===== config.mk =====
export PLATFORM = sky130hd
export DESIGN_NAME = pc_ring_ctrl
export DESIGN_NICKNAME = d
export VERILOG_FILES = /design/src/rtl/pc_ring_pkg.sv /design/src/rtl/pc_ring_rst_sync.sv /design/src/rtl/pc_ring_stack.sv /design/src/rtl/pc_ring_next.sv /design/src/rtl/pc_ring_ctrl.sv
export SDC_FILE = /design/constraint.sdc
export NUM_CORES = 1
export LEC_CHECK = 0
export BUFFER_PORTS_ARGS = -buffer_cell sky130_fd_sc_hd__buf_2
export CORE_MARGIN = 5
export CORE_UTILIZATION = 35
export CTS_CLUSTER_DIAMETER = 150
export DETAILED_ROUTE_END_ITERATION = 10
export REMOVE_ABC_BUFFERS = 1
export SYNTH_ARGS = -nofsm -noshare
export SYNTH_HDL_FRONTEND = slang
export SYNTH_SLANG_ARGS = --single-unit

===== constraint.sdc =====
create_clock -name clk -period 1 [get_ports clk]
set_input_delay 0.05 -clock clk [delete_from_list [all_inputs] [get_ports clk]]
set_output_delay 0.05 -clock clk [all_outputs]
set_load 0.005 [all_outputs]

===== src/rtl/pc_ring_pkg.sv =====
package pc_ring_pkg;

  // Next-PC source, listed from lowest to highest priority
  typedef enum logic [2:0] {
    SEL_HOLD = 3'd0,
    SEL_STEP = 3'd1,
    SEL_LOWR = 3'd2,
    SEL_JUMP = 3'd3,
    SEL_CALL = 3'd4,
    SEL_RET  = 3'd5,
    SEL_IRQ  = 3'd6
  } pc_sel_e;

endpackage


===== src/rtl/pc_ring_rst_sync.sv =====
module pc_ring_rst_sync #(
  parameter int STAGES = 2
) (
  input  logic clk,
  input  logic rst_n,
  output logic rst_sync_n
);

  logic [STAGES-1:0] sync_q;
  logic [STAGES-1:0] sync_d;

  always_comb begin
    sync_d = {sync_q[STAGES-2:0], 1'b1};
  end

  always_ff @(posedge clk or negedge rst_n) begin
    if (!rst_n) begin
      sync_q <= '0;
    end else begin
      sync_q <= sync_d;
    end
  end

  assign rst_sync_n = sync_q[STAGES-1];

endmodule


===== src/rtl/pc_ring_stack.sv =====
module pc_ring_stack #(
  parameter int PC_W  = 13,
  parameter int DEPTH = 8
) (
  input  logic            clk,
  input  logic            rst_n,
  input  logic            push_i,
  input  logic [PC_W-1:0] push_data_i,
  input  logic            pop_i,
  output logic [PC_W-1:0] top_o
);

  localparam int PTR_W = $clog2(DEPTH);

  logic [PTR_W-1:0] sp_q;
  logic [PTR_W-1:0] sp_d;
  logic [PTR_W-1:0] rd_idx;
  logic [PC_W-1:0]  ent_q [DEPTH];

  // Pointer wraps naturally: DEPTH is a power of two
  always_comb begin
    sp_d = sp_q;
    if (push_i) begin
      sp_d = sp_q + 1'b1;
    end else if (pop_i) begin
      sp_d = sp_q - 1'b1;
    end
  end

  always_ff @(posedge clk or negedge rst_n) begin
    if (!rst_n) begin
      sp_q <= '0;
    end else begin
      sp_q <= sp_d;
    end
  end

  // Storage entries carry no reset, like a register-file macro
  always_ff @(posedge clk) begin
    if (push_i) begin
      ent_q[sp_q] <= push_data_i;
    end
  end

  always_comb begin
    rd_idx = sp_q - 1'b1;
    top_o  = ent_q[rd_idx];
  end

endmodule


===== src/rtl/pc_ring_next.sv =====
module pc_ring_next
  import pc_ring_pkg::*;
#(
  parameter int              PC_W    = 13,
  parameter int              HI_W    = 5,
  parameter int              OP_W    = 11,
  parameter logic [PC_W-1:0] IRQ_VEC = 13'h0004
) (
  input  logic            step_i,
  input  logic            lo_wr_i,
  input  logic            jump_i,
  input  logic            call_i,
  input  logic            ret_i,
  input  logic            irq_i,
  input  logic [PC_W-1:0] pc_q_i,
  input  logic [HI_W-1:0] hi_q_i,
  input  logic [PC_W-HI_W-1:0] lo_data_i,
  input  logic [OP_W-1:0] op_field_i,
  input  logic [PC_W-1:0] stack_top_i,
  output logic [PC_W-1:0] pc_d_o,
  output logic            push_o,
  output logic [PC_W-1:0] push_data_o,
  output logic            pop_o
);

  localparam int PAGE_W = PC_W - OP_W;

  pc_sel_e         sel;
  logic [PC_W-1:0] pc_inc;
  logic [PC_W-1:0] branch_tgt;

  always_comb begin
    if (irq_i)        sel = SEL_IRQ;
    else if (ret_i)   sel = SEL_RET;
    else if (call_i)  sel = SEL_CALL;
    else if (jump_i)  sel = SEL_JUMP;
    else if (lo_wr_i) sel = SEL_LOWR;
    else if (step_i)  sel = SEL_STEP;
    else              sel = SEL_HOLD;
  end

  always_comb begin
    pc_inc     = pc_q_i + 1'b1;
    branch_tgt = {hi_q_i[HI_W-1 -: PAGE_W], op_field_i};
  end

  always_comb begin
    pc_d_o      = pc_q_i;
    push_o      = 1'b0;
    push_data_o = pc_inc;
    pop_o       = 1'b0;
    unique case (sel)
      SEL_IRQ: begin
        pc_d_o      = IRQ_VEC;
        push_o      = 1'b1;
        push_data_o = pc_q_i;
      end
      SEL_RET: begin
        pc_d_o = stack_top_i;
        pop_o  = 1'b1;
      end
      SEL_CALL: begin
        pc_d_o      = branch_tgt;
        push_o      = 1'b1;
        push_data_o = pc_inc;
      end
      SEL_JUMP: pc_d_o = branch_tgt;
      SEL_LOWR: pc_d_o = {hi_q_i, lo_data_i};
      SEL_STEP: pc_d_o = pc_inc;
      default:  pc_d_o = pc_q_i;
    endcase
  end

endmodule


===== src/rtl/pc_ring_ctrl.sv =====
module pc_ring_ctrl #(
  parameter int                  PC_W    = 13,
  parameter int                  HI_W    = 5,
  parameter int                  OP_W    = 11,
  parameter int                  MEM_AW  = 11,
  parameter int                  DEPTH   = 8,
  parameter logic [PC_W-1:0]     IRQ_VEC = 13'h0004
) (
  input  logic                   clk,
  input  logic                   rst_n,
  input  logic                   hi_wr_i,
  input  logic [HI_W-1:0]        hi_data_i,
  input  logic                   step_i,
  input  logic                   lo_wr_i,
  input  logic [PC_W-HI_W-1:0]   lo_data_i,
  input  logic                   jump_i,
  input  logic                   call_i,
  input  logic [OP_W-1:0]        op_field_i,
  input  logic                   ret_i,
  input  logic                   irq_i,
  output logic [PC_W-1:0]        pc_o,
  output logic [MEM_AW-1:0]      fetch_addr_o
);

  logic            rst_sync_n;
  logic [PC_W-1:0] pc_q;
  logic [PC_W-1:0] pc_d;
  logic [HI_W-1:0] hi_q;
  logic [HI_W-1:0] hi_d;
  logic            push;
  logic            pop;
  logic [PC_W-1:0] push_data;
  logic [PC_W-1:0] stack_top;

  pc_ring_rst_sync #(.STAGES(2)) rst_sync_i (
    .clk        (clk),
    .rst_n      (rst_n),
    .rst_sync_n (rst_sync_n)
  );

  pc_ring_next #(
    .PC_W    (PC_W),
    .HI_W    (HI_W),
    .OP_W    (OP_W),
    .IRQ_VEC (IRQ_VEC)
  ) next_i (
    .step_i      (step_i),
    .lo_wr_i     (lo_wr_i),
    .jump_i      (jump_i),
    .call_i      (call_i),
    .ret_i       (ret_i),
    .irq_i       (irq_i),
    .pc_q_i      (pc_q),
    .hi_q_i      (hi_q),
    .lo_data_i   (lo_data_i),
    .op_field_i  (op_field_i),
    .stack_top_i (stack_top),
    .pc_d_o      (pc_d),
    .push_o      (push),
    .push_data_o (push_data),
    .pop_o       (pop)
  );

  pc_ring_stack #(
    .PC_W  (PC_W),
    .DEPTH (DEPTH)
  ) stack_i (
    .clk         (clk),
    .rst_n       (rst_sync_n),
    .push_i      (push),
    .push_data_i (push_data),
    .pop_i       (pop),
    .top_o       (stack_top)
  );

  // Holding latch is touched only by its own write strobe
  always_comb begin
    hi_d = hi_q;
    if (hi_wr_i) begin
      hi_d = hi_data_i;
    end
  end

  always_ff @(posedge clk or negedge rst_sync_n) begin
    if (!rst_sync_n) begin
      pc_q <= '0;
      hi_q <= '0;
    end else begin
      pc_q <= pc_d;
      hi_q <= hi_d;
    end
  end

  assign pc_o         = pc_q;
  assign fetch_addr_o = pc_q[MEM_AW-1:0];

endmodule


## Word level (Yosys, flattened, before mapping)

Memory sizes are Yosys's and may differ from the RTL's.
Cells that the tools add are included.

| storage, ports and cells | value |
|---|---|
| logic and storage cells | 32 |
| memories kept | 1 |
| output and inout bits | 24 |
| RAM bits | 104 |
| flip-flop bits (word level) | 23 |

Memories:

| name | depth | width | read ports | clocked after Yosys merged registers in | wr ports | RTL line | text |
|---|---|---|---|---|---|---|---|
| stack_i.ent_q | 8 | 13 | 1 | 0 | 1 | pc_ring_stack.sv:18 | `logic [PC_W-1:0] ent_q [DEPTH];` |

| cells by class | value |
|---|---|
| reduce and logical (&&, ||, !) cells | 4 |
| mux-type cells | 14 |
| equal/unequal tests | 6 |
| $add $sub $neg | 3 |

Operators with widths:

| cell | number |
|---|---|
| $pmux W13 S5 | 1 |
| $mux W3 | 7 |
| $add A13 B1 Y13 const B | 1 |
| $mux W13 | 1 |
| $eq A3 B3 Y1 const B | 3 |
| $eq A3 B2 Y1 const B | 2 |
| $mux W1 | 5 |
| $reduce_bool A5 Y1 | 1 |
| $reduce_or A2 Y1 | 2 |
| $add A3 B1 Y3 const B | 1 |
| $eq A3 B1 Y1 const B | 1 |
| $sub A3 B1 Y3 const B | 1 |
| $reduce_bool A2 Y1 | 1 |

## Depth between registers and ports, before layout

| depth | value |
|---|---|
| word-level depth | 11 |
| depth in mapped cells | 9 |

## Cells and area by module

A second synthesis with hierarchy kept.

| second synthesis, totals | value |
|---|---|
| cells, all modules | 453 |
| area, all modules | 6030.8 sq um |

Modules (own cells, without submodules):

| module | cells each | area an instance (sq um) | times used |
|---|---|---|---|
| pc_ring_stack | 267 | 4377.9 | 1 |
| pc_ring_next | 149 | 1009.7 | 1 |
| pc_ring_ctrl | 34 | 589.3 | 1 |
| pc_ring_rst_sync | 3 | 53.8 | 1 |

## Least setup slack after synthesis

No wires, ideal clock.

| timing path | value |
|---|---|
| kind | register to register |
| start | register stack_i.sp_q[0] |
| end | memory stack_i.ent_q[0][0], enable pin |
| stages on the path, launching flop included | 4 |
| setup time | 417 ps |
| slack | -1659 ps |
| path buffers | 2 |
| required time | 583 ps |
| arrival | 2242 ps |
| path through | dfrtp_1 -> buf_2 -> clkbuf_1 -> nor4_1 |

RTL lines:

| element | RTL line | text |
|---|---|---|
| start, declared | pc_ring_stack.sv:15 | `logic [PTR_W-1:0] sp_q;` |
| start signal, assigned | pc_ring_stack.sv:34 | `sp_q <= sp_d;` |
| end, declared | pc_ring_stack.sv:18 |  |

No word-level cell before the write port.

## Final worst setup path

| timing path | value |
|---|---|
| start | register stack_i.sp_q[0] |
| end | register pc_q[2] (netlist: pc_o[2]) |

| on the way | value |
|---|---|
| cells in the longest elaborated chain, start to end | 3 |

RTL lines:

| element | RTL line | text |
|---|---|---|
| $sub A3 B1 Y3 | pc_ring_stack.sv:46 | `rd_idx = sp_q - 1'b1;` |
| $mem_v2 Z8 W13 | n/a |  |
| $pmux W13 S5 | pc_ring_next.sv:52 | `unique case (sel)` |
| end signal, assigned | pc_ring_ctrl.sv:89 | `pc_q <= pc_d;` |
| end, declared | pc_ring_ctrl.sv:26 | `logic [PC_W-1:0] pc_q;` |

Every way passes these cells.
A chain may end at the register's enable or synchronous reset.

==> impl_metrics.csv <==
group,metric,value,unit
worst_hold_path,hp-class,"primary input to flip-flop",
critical_path,r2r_setup_slack,-870,ps
yosys,synth_seq_cells,127,
critical_path,end_kind,"flip-flop",
place,post-place-ws,-995,ps
critical_path,cp_cell_sequence,"clkinv_2 -> ha_4 -> xor2_4 -> buf_12 -> mux4_2 -> a31oi_4 -> o21ai_2",
sta,period_share,187,%
place,dp_hpwl,10.3,mm
cts,clk_pin_slew_worst_paths,60,ps
sta,finalWorstSetupSlack,-869,ps
critical_path,cp_slowest_cell,"mux4_2",
power,power_frac_comb,50.3,%
cts,clock-root-buffer,"clkbuf_16",
power,p_total,28.8,mW
place,portBuffers,56,
sta,tns,-124580,ps
yosys,synth_top_area_share,56.3,%
grt,grt_pass1_wl,24.6,mm
power,p_leak,3.35,nW
final_layout,fin_nets,571,
power,p_seq_share,27.7,%
cts,clk_path_buf_depth,2,
yosys,yosysSeqAreaShare,66.6,%
critical_path,cp_max_fo,5,
power,p_sw,9.32,mW
yosys,synthFlopType,"edfxtp_1",
final_layout,n_antenna_cell,0,
drt,vias_per_cell,5.24,
final_layout,area_delta_synth_final,58.8,%
drt,via_count,4004,
floorplan,design.core.area,15700,um2
floorplan,die_area,18500,um2
floorplan,die_w,136,um
yosys,async_flop_share,18.1,%
critical_path,worstPathRequired,1310,ps
drt,antenna_left,0,
sta,rsz0062_at_grt,"yes",
critical_path,critPathKind,"flip-flop to flip-flop",
floorplan,rows,46,
place,post-place-cells,669,
grt,track_usage,18.5,%
final_layout,layoutNonFillerInstCount,764,
grt,grt.overflow.total,0,
cts,clock_sinks,127,
yosys,ys_top_cells_by_area,"edfxtp_1 (56%), dfrtp_1 (10%), mux4_2 (8.5%)",
drt,drtIter0Drc,412,
critical_path,timing.rr.start,"stack_i.sp_q[0]",
cts,cts_made_buffers,17,
cts,cts_tree,"built",
cts,htreeDepth,4,
worst_hold_path,hold_end,"pc_o[12]",
yosys,ys_warn_count,0,
power,vdd_ir_drop_max,1650,uV
floorplan,start_util,35.3,%
sta,setup_violations,247,
power,p_int,19.5,mW
worst_hold_path,hold_depth,3,
drt,drc,0,
final_layout,drive_gt1_share,53.8,%
outcome,status,"finished with violations",
sta,worst_pin_slew,1110,ps
sta,drv_slew,0,
critical_path,ff2ff_path_depth,7,
outcome,violations,"negative setup slack",
sta,timing.hold.ws,4.87,ps
critical_path,r2r-end,"pc_o[2]",
grt,grt_max_degree,22,
power,power.density,3270,nW/um2
yosys,synth_top_area_cell,"edfxtp_1",
power,swShare,32.3,%
run,cap_violations,0,
place,gp_congestion,0.847,
sta,finalCriticalPeriod,1870,ps
sta,hold_viol,0,
drt,wl_per_cell,22.6,um
yosys,syn_avg_cell_area,16.0,um2
cts,clk_latency,420,ps
yosys,syn-cell-area,5550,um2
sta,skew,7.31,ps
worst_hold_path,min_from,"lo_wr_i",
drt,routed_wl,17.3,mm
grt,antenna_found_initial,0,
floorplan,fp.dieH,136,um
power,p_clk_share,22.0,%
grt,first_global_vias,4037,
yosys,synthCells,348,
critical_path,slowest_delay,530,ps
yosys,synth_cell_type_count,44,
critical_path,critPathLaunchType,"flip-flop",
drt,drt-pass1-iter-count,5,
sta,slew_headroom,25.3,%
floorplan,io_pins,57,
critical_path,arrival,2180,ps
sta,max_freq,0.535,GHz
yosys,synth_edf_count,104,
layout by cell type (no fill, tap or decap), drive strengths merged, types with 11 or more instances in the layout:
cell	synthesis	routed
xor2	11	11
dlygate4sd3	0	24
edfxtp	104	104
xnor2	16	16
nand3	11	11
clkbuf	10	24
mux4	21	21
dfrtp	23	23
buf	20	173
nor2	18	18
nand2	13	13
mux2i	19	19
worst max-delay path: cells and delay by family (launching register included):
kind,cells,cell delay (ps)
xor gates and xnor gates,1,180
adders and majority gates,1,190
buffers and inverters,2,250
AOI/OAI and AO/OA,2,240
DFF,1,380
muxes,1,530
layer usage:
layer	vias to the layer above	wire length, um	track usage [%]
met5	-	0	0
met4	0	462	7.22
met3	38	1230	5.59
met2	179	8540	29.2
met1	2058	7060	24.1
li1	1729	-	-
kinds of logic after synthesis:
logic type | count (synthesis) | share of synthesized area, %
flip-flops | 127 | 66.6
AND/OR/NAND/NOR | 74 | 6.83
other | 1 | 0.0675
adder cells (fa/ha/maj) | 3 | 0.676
XOR/XNOR | 27 | 4.60
multiplexers | 46 | 13.2
AO/OA/AOI/OAI | 36 | 4.71
buffers and inverters | 34 | 3.34
cell type report:
type,count,area [um2]
clock buffers,23,468
multi-input cells,187,2250
well taps,216,270
repair buffers,198,1980
inverters,4,16.3
flip-flops and latches,127,3700
fillers,1171,6900
clock inverters,9,134
sequential cells by signal (all words and copies together), names as in the netlist:
register           cells
stack_i.ent_q        104
pc_o                  13
hi_q                   5
stack_i.sp_q           3
rst_sync_i.sync_q      2
power by group through the flow:
stage	clock network (mW)	logic [mW]	registers, mW
finish	6.33	14.5	7.99
CTS	6.39	12.4	7.95
global placement	0	8.92	7.94
floorplan	0	3.82	8.28
global route	6.68	15.3	8.08
detailed placement	0	9.10	8.00
repair_timing:
item	4_1_cts	5_1_grt
endpoints found under the hold margin	17	0
pin swaps	42	25
hold buffers	24	0
cloned	6	1
resized for setup	109	93
endpoints found under the setup margin	247	248
buffers inserted	24	21
how the worst max path moves through the flow:
stage,start,end,slack [ps]
floorplan,stack_i.sp_q[0],pc_o[10],-2600
global placement,stack_i.sp_q[0],pc_o[2],-970
detailed placement,stack_i.sp_q[0],pc_o[2],-990
CTS,stack_i.sp_q[1],pc_o[2],-860
global route,stack_i.sp_q[0],pc_o[11],-950
finish,stack_i.sp_q[0],pc_o[2],-870
synth_stat cells, drive strengths merged, types with 4 or more instances:
cell	number
and3	5
nand3	11
xnor2	16
nor2	18
nand4	5
mux4	21
o221ai	5
clkbuf	10
nand2	13
mux2i	19
a221oi	4
o21ai	7
buf	20
mux2	6
a22oi	7
xor2	11
dfrtp	23
nor3	7
edfxtp	104
metrics by stage:
step / utilization [%] / area [um2]
3_3_place_gp: 42.2 / 6620
4_1_cts: 52.7 / 8270
5_1_grt: 56.1 / 8820
6_report: 56.1 / 8820
2_1_floorplan: - / 5380
3_5_place_dp: 42.2 / 6620
Power figures use the tool's default switching activity.
